--- config.mk ---
export PLATFORM = sky130hd
export DESIGN_NAME = ldma_channel
export DESIGN_NICKNAME = d
export VERILOG_FILES = /design/src/rtl/ldma_pkg.sv /design/src/rtl/ldma_addr_step.sv /design/src/rtl/ldma_regs.sv /design/src/rtl/ldma_seq.sv /design/src/rtl/ldma_channel.sv
export SDC_FILE = /design/constraint.sdc
export NUM_CORES = 1
export LEC_CHECK = 0
export BUFFER_PORTS_ARGS = -buffer_cell sky130_fd_sc_hd__buf_2
export CORE_MARGIN = 1.5
export CORE_UTILIZATION = 40
export CTS_CLUSTER_SIZE = 8
export DETAILED_ROUTE_END_ITERATION = 7
export GPL_TIMING_DRIVEN = 0
export HOLD_SLACK_MARGIN = 0.12
export PLACE_DENSITY = 0.54
export REMOVE_ABC_BUFFERS = 1
export SLEW_MARGIN = 10
export SYNTH_ARGS = -nofsm -noshare
export SYNTH_HDL_FRONTEND = slang
export SYNTH_HIERARCHICAL = 1
export SYNTH_SLANG_ARGS = --single-unit
--- constraint.sdc ---
create_clock -name clk -period 9.3 [get_ports clk]
set_clock_uncertainty 0.2 [all_clocks]
set_input_delay 0.93 -clock clk [delete_from_list [all_inputs] [get_ports clk]]
set_output_delay 0.93 -clock clk [all_outputs]
set_load 0.02 [all_outputs]
--- src/rtl/ldma_pkg.sv ---
package ldma_pkg;

  localparam int WORD_W = 32;
  localparam int OFFS_W = 5;
  localparam int GAP_W  = 8;

  localparam logic [OFFS_W-1:0] OFF_EN    = 5'h00;
  localparam logic [OFFS_W-1:0] OFF_PAUSE = 5'h04;
  localparam logic [OFFS_W-1:0] OFF_START = 5'h08;
  localparam logic [OFFS_W-1:0] OFF_CFG   = 5'h0C;
  localparam logic [OFFS_W-1:0] OFF_SRC   = 5'h10;
  localparam logic [OFFS_W-1:0] OFF_DST   = 5'h14;
  localparam logic [OFFS_W-1:0] OFF_LEFT  = 5'h18;
  localparam logic [OFFS_W-1:0] OFF_PARAM = 5'h1C;

  typedef enum logic [2:0] {
    ST_IDLE,
    ST_FETCH,
    ST_RD,
    ST_WR,
    ST_GAP
  } ldma_state_e;

  // narrower side width, clamped to a word, shrunk to a byte for tails
  function automatic logic [1:0] beat_code(input logic [1:0] sw,
                                           input logic [1:0] dw,
                                           input logic [WORD_W-1:0] left);
    logic [1:0] c;
    c = (sw < dw) ? sw : dw;
    if (c == 2'd3) c = 2'd2;
    if (left < (32'd1 << c)) c = 2'd0;
    return c;
  endfunction

endpackage

--- src/rtl/ldma_addr_step.sv ---
module ldma_addr_step #(
  parameter int AW = 32
) (
  input  logic [AW-1:0] addr,
  input  logic [1:0]    mode,
  input  logic [AW-1:0] step,
  output logic [AW-1:0] nxt
);

  always_comb begin
    if (mode == 2'd0) nxt = addr + step;
    else              nxt = addr;
  end

endmodule

--- src/rtl/ldma_regs.sv ---
module ldma_regs
  import ldma_pkg::*;
(
  input  logic              clk,
  input  logic              rst_n,
  input  logic              reg_wr,
  input  logic [OFFS_W-1:0] reg_addr,
  input  logic [WORD_W-1:0] reg_wdata,
  output logic [WORD_W-1:0] reg_rdata,
  input  logic              busy,
  input  logic              chain_end,
  input  logic [WORD_W-1:0] cur_cfg,
  input  logic [WORD_W-1:0] cur_src,
  input  logic [WORD_W-1:0] cur_dst,
  input  logic [WORD_W-1:0] cur_left,
  input  logic [WORD_W-1:0] cur_param,
  output logic              en,
  output logic              pause,
  output logic [WORD_W-1:0] start_addr,
  output logic              go
);

  logic              en_q, en_d;
  logic              pause_q, pause_d;
  logic [WORD_W-1:0] start_q, start_d;

  always_comb begin
    en_d    = en_q;
    pause_d = pause_q;
    start_d = start_q;
    go      = 1'b0;
    if (reg_wr) begin
      case (reg_addr)
        OFF_EN: begin
          if (!reg_wdata[0]) en_d = 1'b0;
          else if (!busy) begin
            en_d = 1'b1;
            go   = 1'b1;
          end
        end
        OFF_PAUSE: pause_d = reg_wdata[0];
        OFF_START: start_d = reg_wdata;
        default: ;
      endcase
    end
    if (chain_end) en_d = 1'b0;
  end

  always_ff @(posedge clk or negedge rst_n) begin
    if (!rst_n) begin
      en_q    <= 1'b0;
      pause_q <= 1'b0;
      start_q <= '0;
    end else begin
      en_q    <= en_d;
      pause_q <= pause_d;
      start_q <= start_d;
    end
  end

  always_comb begin
    case (reg_addr)
      OFF_EN:    reg_rdata = {{(WORD_W-1){1'b0}}, en_q};
      OFF_PAUSE: reg_rdata = {{(WORD_W-1){1'b0}}, pause_q};
      OFF_START: reg_rdata = start_q;
      OFF_CFG:   reg_rdata = cur_cfg;
      OFF_SRC:   reg_rdata = cur_src;
      OFF_DST:   reg_rdata = cur_dst;
      OFF_LEFT:  reg_rdata = cur_left;
      OFF_PARAM: reg_rdata = cur_param;
      default:   reg_rdata = '0;
    endcase
  end

  assign en         = en_q;
  assign pause      = pause_q;
  assign start_addr = start_q;

endmodule

--- src/rtl/ldma_seq.sv ---
module ldma_seq
  import ldma_pkg::*;
#(
  parameter logic [WORD_W-1:0] END_MARK = 32'hFFFF_F800
) (
  input  logic              clk,
  input  logic              rst_n,
  input  logic              en,
  input  logic              pause,
  input  logic              go,
  input  logic [WORD_W-1:0] start_addr,
  output logic              mem_req,
  output logic              mem_we,
  output logic [1:0]        mem_size,
  output logic [WORD_W-1:0] mem_addr,
  output logic [WORD_W-1:0] mem_wdata,
  input  logic              mem_ack,
  input  logic [WORD_W-1:0] mem_rdata,
  output logic [WORD_W-1:0] cur_cfg,
  output logic [WORD_W-1:0] cur_src,
  output logic [WORD_W-1:0] cur_dst,
  output logic [WORD_W-1:0] cur_left,
  output logic [WORD_W-1:0] cur_param,
  output logic              busy,
  output logic              chain_end,
  output logic              evt_half,
  output logic              evt_pkg,
  output logic              evt_queue
);

  localparam int IDX_W    = 3;
  localparam int LAST_IDX = 5;

  ldma_state_e       st_q, st_d;
  logic [IDX_W-1:0]  widx_q, widx_d;
  logic [WORD_W-1:0] ptr_q, ptr_d;
  logic [WORD_W-1:0] cfg_q, cfg_d;
  logic [WORD_W-1:0] src_q, src_d;
  logic [WORD_W-1:0] dst_q, dst_d;
  logic [WORD_W-1:0] left_q, left_d;
  logic [WORD_W-1:0] thr_q, thr_d;
  logic [WORD_W-1:0] param_q, param_d;
  logic [WORD_W-1:0] nx_q, nx_d;
  logic [WORD_W-1:0] buf_q, buf_d;
  logic [GAP_W-1:0]  gap_q, gap_d;
  logic              held_q;
  logic              half_q, half_d;
  logic              pkg_q, pkg_d;
  logic              queue_q, queue_d;

  logic              fetching, want_req, fire;
  logic [1:0]        bcode;
  logic [WORD_W-1:0] beat_b, beat_mask, src_nxt, dst_nxt, left_sub;
  logic              fin;
  logic [WORD_W-1:0] fin_nx;

  assign fetching = (st_q == ST_FETCH);
  assign want_req = (st_q == ST_FETCH) || (st_q == ST_RD) || (st_q == ST_WR);
  assign mem_req  = want_req && ((en && !pause) || held_q);
  assign fire     = mem_req && mem_ack;

  assign bcode     = beat_code(cfg_q[10:9], cfg_q[26:25], left_q);
  assign beat_b    = 32'd1 << bcode;
  assign beat_mask = (bcode == 2'd0) ? 32'h0000_00FF :
                     (bcode == 2'd1) ? 32'h0000_FFFF : 32'hFFFF_FFFF;
  assign left_sub  = left_q - beat_b;

  assign mem_we    = (st_q == ST_WR);
  assign mem_size  = fetching ? 2'd2 : bcode;
  assign mem_addr  = fetching ? ptr_q + {{(WORD_W-IDX_W-2){1'b0}}, widx_q, 2'b00}
                   : ((st_q == ST_WR) ? dst_q : src_q);
  assign mem_wdata = buf_q;

  ldma_addr_step #(.AW(WORD_W)) u_src_step (
    .addr(src_q), .mode(cfg_q[6:5]), .step(beat_b), .nxt(src_nxt)
  );
  ldma_addr_step #(.AW(WORD_W)) u_dst_step (
    .addr(dst_q), .mode(cfg_q[22:21]), .step(beat_b), .nxt(dst_nxt)
  );

  always_comb begin
    st_d      = st_q;
    widx_d    = widx_q;
    ptr_d     = ptr_q;
    cfg_d     = cfg_q;
    src_d     = src_q;
    dst_d     = dst_q;
    left_d    = left_q;
    thr_d     = thr_q;
    param_d   = param_q;
    nx_d      = nx_q;
    buf_d     = buf_q;
    gap_d     = gap_q;
    half_d    = 1'b0;
    pkg_d     = 1'b0;
    queue_d   = 1'b0;
    chain_end = 1'b0;
    fin       = 1'b0;
    fin_nx    = nx_q;

    if (st_q != ST_IDLE && !en && !held_q) begin
      st_d = ST_IDLE;
    end else begin
      unique case (st_q)
        ST_IDLE: begin
          if (go) begin
            ptr_d  = start_addr;
            widx_d = '0;
            st_d   = ST_FETCH;
          end
        end
        ST_FETCH: begin
          if (fire) begin
            widx_d = widx_q + 1'b1;
            case (widx_q)
              3'd0: cfg_d = mem_rdata;
              3'd1: src_d = mem_rdata;
              3'd2: dst_d = mem_rdata;
              3'd3: begin
                left_d = mem_rdata;
                thr_d  = mem_rdata >> 1;
              end
              3'd4: param_d = mem_rdata;
              default: begin
                nx_d = mem_rdata;
                if (left_q == '0) begin
                  fin    = 1'b1;
                  fin_nx = mem_rdata;
                end else begin
                  st_d = ST_RD;
                end
              end
            endcase
          end
        end
        ST_RD: begin
          if (fire) begin
            buf_d = mem_rdata & beat_mask;
            st_d  = ST_WR;
          end
        end
        ST_WR: begin
          if (fire) begin
            left_d = left_sub;
            src_d  = src_nxt;
            dst_d  = dst_nxt;
            if (left_q > thr_q && left_sub <= thr_q) half_d = 1'b1;
            if (left_sub == '0) begin
              fin = 1'b1;
            end else if (param_q[GAP_W-1:0] == '0) begin
              st_d = ST_RD;
            end else begin
              gap_d = param_q[GAP_W-1:0] - 1'b1;
              st_d  = ST_GAP;
            end
          end
        end
        ST_GAP: begin
          if (!pause) begin
            if (gap_q == '0) st_d = ST_RD;
            else             gap_d = gap_q - 1'b1;
          end
        end
        default: st_d = ST_IDLE;
      endcase
    end

    if (fin) begin
      pkg_d = 1'b1;
      if (fin_nx == END_MARK) begin
        queue_d   = 1'b1;
        chain_end = 1'b1;
        st_d      = ST_IDLE;
      end else begin
        ptr_d  = fin_nx;
        widx_d = '0;
        st_d   = ST_FETCH;
      end
    end
  end

  always_ff @(posedge clk or negedge rst_n) begin
    if (!rst_n) begin
      st_q    <= ST_IDLE;
      widx_q  <= '0;
      ptr_q   <= '0;
      cfg_q   <= '0;
      src_q   <= '0;
      dst_q   <= '0;
      left_q  <= '0;
      thr_q   <= '0;
      param_q <= '0;
      nx_q    <= '0;
      buf_q   <= '0;
      gap_q   <= '0;
      held_q  <= 1'b0;
      half_q  <= 1'b0;
      pkg_q   <= 1'b0;
      queue_q <= 1'b0;
    end else begin
      st_q    <= st_d;
      widx_q  <= widx_d;
      ptr_q   <= ptr_d;
      cfg_q   <= cfg_d;
      src_q   <= src_d;
      dst_q   <= dst_d;
      left_q  <= left_d;
      thr_q   <= thr_d;
      param_q <= param_d;
      nx_q    <= nx_d;
      buf_q   <= buf_d;
      gap_q   <= gap_d;
      held_q  <= mem_req && !mem_ack;
      half_q  <= half_d;
      pkg_q   <= pkg_d;
      queue_q <= queue_d;
    end
  end

  assign cur_cfg   = cfg_q;
  assign cur_src   = src_q;
  assign cur_dst   = dst_q;
  assign cur_left  = left_q;
  assign cur_param = param_q;
  assign busy      = (st_q != ST_IDLE);
  assign evt_half  = half_q;
  assign evt_pkg   = pkg_q;
  assign evt_queue = queue_q;

  AST_REQ_HOLD: assert property (@(posedge clk) disable iff (!rst_n)
    (mem_req && !mem_ack) |=> (mem_req && $stable(mem_addr) && $stable(mem_we)
                               && $stable(mem_size) && $stable(mem_wdata)));

  AST_PAUSE_NO_NEW_REQ: assert property (@(posedge clk) disable iff (!rst_n)
    (pause && !mem_req) |=> (!mem_req || !pause));

  AST_LEFT_NO_RISE: assert property (@(posedge clk) disable iff (!rst_n)
    (st_q != ST_FETCH) |=> (left_q <= $past(left_q)));

  AST_PKG_AT_ZERO: assert property (@(posedge clk) disable iff (!rst_n)
    evt_pkg |-> (left_q == '0));

endmodule

--- src/rtl/ldma_channel.sv ---
module ldma_channel
  import ldma_pkg::*;
#(
  parameter logic [31:0] END_MARK = 32'hFFFF_F800
) (
  input  logic        clk,
  input  logic        rst_n,
  input  logic        reg_wr,
  input  logic [4:0]  reg_addr,
  input  logic [31:0] reg_wdata,
  output logic [31:0] reg_rdata,
  output logic        mem_req,
  output logic        mem_we,
  output logic [1:0]  mem_size,
  output logic [31:0] mem_addr,
  output logic [31:0] mem_wdata,
  input  logic        mem_ack,
  input  logic [31:0] mem_rdata,
  output logic        evt_half,
  output logic        evt_pkg,
  output logic        evt_queue
);

  logic              en_w, pause_w, go_w, busy_w, chain_end_w;
  logic [WORD_W-1:0] start_w, cfg_w, src_w, dst_w, left_w, param_w;

  ldma_regs u_regs (
    .clk(clk), .rst_n(rst_n),
    .reg_wr(reg_wr), .reg_addr(reg_addr), .reg_wdata(reg_wdata),
    .reg_rdata(reg_rdata),
    .busy(busy_w), .chain_end(chain_end_w),
    .cur_cfg(cfg_w), .cur_src(src_w), .cur_dst(dst_w),
    .cur_left(left_w), .cur_param(param_w),
    .en(en_w), .pause(pause_w), .start_addr(start_w), .go(go_w)
  );

  ldma_seq #(.END_MARK(END_MARK)) u_seq (
    .clk(clk), .rst_n(rst_n),
    .en(en_w), .pause(pause_w), .go(go_w), .start_addr(start_w),
    .mem_req(mem_req), .mem_we(mem_we), .mem_size(mem_size),
    .mem_addr(mem_addr), .mem_wdata(mem_wdata),
    .mem_ack(mem_ack), .mem_rdata(mem_rdata),
    .cur_cfg(cfg_w), .cur_src(src_w), .cur_dst(dst_w),
    .cur_left(left_w), .cur_param(param_w),
    .busy(busy_w), .chain_end(chain_end_w),
    .evt_half(evt_half), .evt_pkg(evt_pkg), .evt_queue(evt_queue)
  );

  AST_QUEUE_CLEARS_EN: assert property (@(posedge clk) disable iff (!rst_n)
    evt_queue |-> !en_w);

  AST_HALT_QUIET: assert property (@(posedge clk) disable iff (!rst_n)
    (!en_w && !mem_req) |=> (!mem_req || en_w));

endmodule

# ---- Yosys cells after proc, flatten, opt, wreduce, memory -nomap -nowiden
# Cells that the tools add are included.
dict set report classes {
  magnitude_cmp 4
  n_reduce_logical 43
  shifts 2
  n_bitwise 3
  mux 82
  addsub 7
  n_eq_ne 39
}
# operator n
set ops {}
lappend ops {{$mux 32} 25}
lappend ops {{$pmux 32 s8} 1}
lappend ops {{$pmux 32 s2} 3}
lappend ops {{$add 32x32->32} 2}
lappend ops {{$logic_not 32->1} 2}
lappend ops {{$shl 1x2->32 const A} 2}
lappend ops {{$mux 3} 17}
lappend ops {{$mux 8} 5}
lappend ops {{$add 32x5->32} 1}
lappend ops {{$and 32x32->32} 1}
lappend ops {{$eq 32x32->1 const B} 1}
lappend ops {{$gt 32x31->1} 1}
lappend ops {{$le 32x31->1} 1}
lappend ops {{$lt 32x32->1} 1}
lappend ops {{$sub 32x32->32} 1}
lappend ops {{$mux 1} 23}
lappend ops {{$eq 5x5->1 const B} 4}
lappend ops {{$logic_not 8->1} 2}
lappend ops {{$ne 2x2->1 const B} 8}
lappend ops {{$ne 4x2->1 const B} 4}
lappend ops {{$pmux 8 s2} 1}
lappend ops {{$reduce_and 4->1} 4}
lappend ops {{$sub 8x1->8 const B} 2}
lappend ops {{$pmux 3 s5} 1}
lappend ops {{other kinds (32)} 67}
dict set report word_totals {
  elab_cells 199
  reg_bits 339
  inputBits 73
  out_inout_bits 103
}

# ---- Logic depth before layout (Yosys ltp)
dict set report logic_depth {
  word_depth 17
  ltp_mapped 29
}

# ---- Cells and area by module
# Netlist, hierarchy kept.
# mod cells_per_inst n_inst area_each_um2
set by_module_without_submodules {}
lappend by_module_without_submodules {ldma_seq 1810 1 17326.6}
lappend by_module_without_submodules {ldma_addr_step 377 2 2413.6}
lappend by_module_without_submodules {ldma_regs 298 1 2987.9}

# ---- Worst setup path after synthesis
# OpenSTA, ideal clock, no wires.
dict set report synth_timing {
  kind {register -> register}
  start {reg u_seq.left_q[25] (netlist: u_seq/cur_left[25])}
  end {reg u_seq.ptr_q[10]}
  stages_incl_launch_ff 20
  arrival_ps 5919
  synth_period_minus_slack_ps 6245
  required_ps 8974
  slack_ps 3055
  path_buffers 3
  cell_sequence {dfrtp_1 > clkbuf_1 > or3_1 > or4_1 > or4_1 > or3_1 > a211o_1 > nand2_1 > clkbuf_1 > ha_1 > and3b_1 > nor3_4 > nand3b_1 > xnor2_1 > or4_1 > or4_1 > o31ai_4 > nand2_4 > buf_6 > mux2i_1}
}
dict set report synth_between {
  elab_chain_len 10
}
# element line_no
set synth_lines {}
lappend synth_lines {{from (decl)} ldma_seq.sv:40} ;# logic [WORD_W-1:0] left_q, left_d;
lappend synth_lines {{from (signal assigned)} ldma_seq.sv:207} ;# left_q <= left_d;
lappend synth_lines {{$lt 32x32->1} ldma_pkg.sv:31} ;# if (left < (32'd1 << c)) c = 2'd0;
lappend synth_lines {{$mux 2} ldma_pkg.sv:31}
lappend synth_lines {{$shl 1x2->32} ldma_seq.sv:63} ;# assign beat_b = 32'd1 << bcode;
lappend synth_lines {{$sub 32x32->32} ldma_seq.sv:66} ;# assign left_sub = left_q - beat_b;
lappend synth_lines {{$logic_not 32->1} ldma_seq.sv:148} ;# if (left_sub == '0) begin
lappend synth_lines {{$mux 1} ldma_seq.sv:148}
lappend synth_lines {{$mux 1} ldma_seq.sv:143} ;# if (fire) begin
lappend synth_lines {{$pmux 1 s2 *} ldma_seq.sv:104} ;# unique case (st_q)
lappend synth_lines {{$mux 1 *} ldma_seq.sv:101} ;# if (st_q != ST_IDLE && !en && !held_q) begin
lappend synth_lines {{named net u_seq.fin} ldma_seq.sv:54} ;# logic fin;
lappend synth_lines {{$mux 32 *} ldma_seq.sv:168} ;# if (fin) begin
lappend synth_lines {{named net u_seq.ptr_d[10]} ldma_seq.sv:36} ;# logic [WORD_W-1:0] ptr_q, ptr_d;
lappend synth_lines {{to (signal assigned)} ldma_seq.sv:203} ;# ptr_q <= ptr_d;
lappend synth_lines {{to (decl)} ldma_seq.sv:36}
# Mark *: on every way through the listed nets, which the timed path passes. The rest lies on a longest branch.
# A chain may end at the register's enable or synchronous reset.

# ---- Worst setup path after layout
dict set report layout_timing {
  start {reg u_seq.left_q[12] (netlist: u_seq/cur_left[12])}
  end {reg u_seq.ptr_q[28]}
}
# The elaborated chain is that of the path after synthesis.

==> summary.txt <==
Clock network
  – Clk sinks: ~340
  – Hold buffers post-CTS: 1
  – Clk slew on worst S/H paths: around 50 ps
  – Clk root buf: clkbuf_16
  – Htree depth: 2
  – Post-CTS setup buffer count: 0
  – Clock latency at the later pin of the worst-skew pair: around 600 ps
  – CTS tree: built
  – Number of CTS-inserted buffers: 49
  – Maximum buffer depth of the clock tree: 3
  – Resize count post-CTS: 0

Timing
  – Tmin final: between 8000 and 9000 ps
  – Final setup violation count: 0
  – Worst slew pin tran: 1230 ps
  – Max Slew Vio Count: 0
  – RSZ-0062 raised after global routing: no
  – Final Hold Viols: 0
  – Final worst setup slack: ~670 ps
  – F_max: 116 MHz
  – Slew margin rel.: around 18%
  – Final worst-path cycle share: 92.8%

Floorplan
  – IO Pins: ~180
  – Die Width: 254 um
  – DIE HEIGHT: about 250 um
  – Core Region: 61900 sq um
  – Die area: approximately 64000 sq um
  – # rows: 91
  – Initial core utilization: approximately 41%

Layout
  – Final net count: ~3200
  – Cell area after layout: 28300 sq um
  – Filler cells: 6077
  – Share of cells above drive strength 1: 16.7%
  – Commonest non-fill, non-tap cells in the layout: dfrtp_1 (338), nand2_1 (327), a21oi_1 (300)
  – Area Growth Syn to Fin: 12.7%
  – Most common cell after layout, fill and taps aside: dfrtp_1
  – Final core utilization: roughly 46%

Drt
  – Drt via density: 5.97
  – Antenna viol nets, final: 0
  – Final WL: 96700 um
  – Drt drc: 0
  – Initial DRC count: slightly above 2000
  – Routed wire per std cell: roughly 25 um
  – Vias: between 20000 and 25000
  – First drt pass iteration count: 5

Synth
  – Main combinational cell family by area after synthesis: compound AO/OA/AOI/OAI gates
  – Adder-cell share of the synthesized area: under 10%
  – Most common flop cell mapped by yosys: dfrtp_1
  – Post-synthesis mux area share: between 10% and 20%
  – Yosys cell types: just over 90
  – Synth Area per Inst: about 8.8 sq um
  – Synthesis warning total: 6
  – Post-synthesis sequential area ratio: approximately 34%
  – Async set-reset flop share out of synthesis: 100%
  – Mapped cell area: 25100 sq um
  – Cells after synthesis: about 2900
  – Xor/xnor share of the synthesized area: 2.82%
  – Compound-Gate Fraction of Synth Area: between 10% and 20%
  – Flops & latches, synth: roughly 340
  – Post-Synth Simple-Gate Area: a little under a fifth
  – EDFF count, synth: 0

Placement
  – Hpwl dp: between 70000 and 80000 um
  – GP Congestion: about 0.95
  – Setup WS pre-CTS: 851 ps
  – Area of placed instances: 27000 sq um
  – IO buf count: ~180

Worst setup path
  – CP peak stage delay: just under 800 ps
  – CP cell instances: nor4_1, nand2_1, or4_1, or3_1, a211o_1, nand2_1, ha_1, and3b_1, nor3_4, nand3b_1, xnor2_1, or4_1, or4_1, o31ai_4, nand2_4, mux2i_1
  – Crit Path Max Fanout: 33
  – Most frequent CP cell: or4_1
  – Delay-heaviest family, CP: simple AND/OR/NAND/NOR gates
  – Worst Path Buf+Inv: 0
  – FF-to-FF path depth: 16
  – WP data arrival: 8910 ps
  – Cell at the slowest stage of the critical path: nand2_1
  – Setup crit start kind: flip-flop
  – Critical path class: flip-flop to flip-flop
  – CP endpoint kind: flip-flop
  – WP data required: ~9600 ps
  – R2R Path End: u_seq/ptr_q[28]
  – Worst r2r src: u_seq/cur_left[12]
  – Flop2flop setup slack: 670 ps

Hold path
  – Hold path cells: 2
  – Hold Path Origin: u_seq/mem_wdata[20]
  – Hold Crit Endpoint: u_seq/mem_wdata[20]
  – Hold Crit Class: flip-flop to flip-flop

Outcome
  – Status: finished clean

Power and ir drop
  – Worst IR Drop VDD: 128 uV
  – Power per cell area: 201 nW/um^2
  – LEAKAGE: ~0.013 uW

Global route
  – Largest net degree at the start of global routing: between 100 and 150
  – Initial antenna violation count: 0
  – Number of global-route vias before repair: between 20000 and 25000
  – First-pass GRT wire length: about 140000 um
  – All-layer global routing usage: just under 30%
  – Remaining global-route overflow: 0

Job
  – Max-cap viol count: 0
==> worst min-delay path, delay by kind of cell, from the launching register on <==
kind,cells,cell delay (ps)
simple gates,1,40
flops,1,330
compound gates,1,60
==> stage by stage <==
stage	hold WS, ps	cells	setup TNS [ps]	power, uW
finish	273	3839	0	5690
CTS	277	3838	0	5650
detailed placement	265	3776	0	3940
global route	295	3838	0	6010
global placement	252	3754	-97680	3890
floorplan	272	2742	0	3200
==> report_power, final <==
part / total [uW] / switching, uW / internal, uW
Clock: 1680 / 680 / 996
Combinational: 2120 / 1330 / 791
Sequential: 1890 / 269 / 1620
==> worst max path at each step <==
| stage | from | endpoint | slack (ps) | cells past startpoint |
|---|---|---|---|---|
| 2_1_floorplan | u_seq/st_q[1] | u_seq/ptr_q[0] | 870 | 9 |
| 4_1_cts | u_seq/cur_left[12] | u_seq/ptr_q[23] | 820 | 16 |
| 6_report | u_seq/cur_left[12] | u_seq/ptr_q[28] | 670 | 16 |
| 3_5_place_dp | u_seq/cur_left[12] | u_seq/ptr_q[28] | 850 | 16 |
| 3_3_place_gp | u_seq/st_q[1] | u_seq/ptr_q[30] | -2530 | 9 |
| 5_1_grt | u_seq/cur_left[12] | u_seq/ptr_q[23] | 440 | 16 |
==> state kept, by name (all words and copies together), names as in the netlist, 3 cells and up <==
| signal | count |
|---|---|
| u_regs/start_addr | 32 |
| u_seq/cur_cfg | 32 |
| u_seq/cur_dst | 32 |
| u_seq/cur_left | 32 |
| u_seq/cur_param | 32 |
| u_seq/cur_src | 32 |
| u_seq/gap_q | 8 |
| u_seq/mem_wdata | 32 |
| u_seq/nx_q | 32 |
| u_seq/ptr_q | 32 |
| u_seq/st_q | 3 |
| u_seq/thr_q | 31 |
| u_seq/widx_q | 3 |
==> final cells by class <==
class                           count  area [sq um]  share of cell area, %
Antenna cell                        1          2.50                0.00883
Clock buffer                       58          1300                   4.59
Clock inverter                      3          66.3                  0.234
Inverter                           72           273                  0.962
Multi-Input combinational cell   2331         15900                   56.0
Sequential cell                   339          8480                   29.9
Tap cell                          837          1050                   3.69
Timing Repair Buffer              198          1310                   4.61
==> per-layer routing <==
layer  GRT usage (%)  wire length (um)  vias to the layer above
met4            8.40              2710                        0
met3            4.30              6230                      137
met1            42.4             44000                    11350
li1                -                 -                    10597
met5               0                 0                        -
met2            47.0             43800                      849
==> synthesized netlist by cell type, types with 50 or more instances <==
| library cell | n | share of area [%] |
|---|---|---|
| o21ai_0 | 180 | 3.6 |
| nand2_1 | 330 | 4.9 |
| inv_1 | 72 | 1.1 |
| and2_1 | 53 | 1.3 |
| mux2i_1 | 136 | 5.4 |
| nor2_1 | 207 | 3.1 |
| mux2_2 | 154 | 6.9 |
| clkbuf_1 | 119 | 1.8 |
| a21oi_1 | 300 | 6.0 |
| nand3_1 | 68 | 1.4 |
| ha_1 | 143 | 7.1 |
| nor3_1 | 55 | 1.1 |
| nand4_1 | 59 | 1.5 |
| dfrtp_1 | 339 | 34 |
| a21o_1 | 50 | 1.5 |
==> cell families (layout without fill, tap and decap cells) <==
| group | Yosys count | in the layout |
|---|---|---|
| and+or+nand+nor | 935 | 935 |
| AOI/OAI and AO/OA | 781 | 781 |
| DFF | 339 | 339 |
| muxes | 321 | 321 |
| buffers and inverters | 256 | 331 |
| adders and majority gates | 147 | 147 |
| xor gates and xnor gates | 81 | 81 |
| other | 2 | 67 |
No activity file was read; power rests on OpenSTA's default activity.
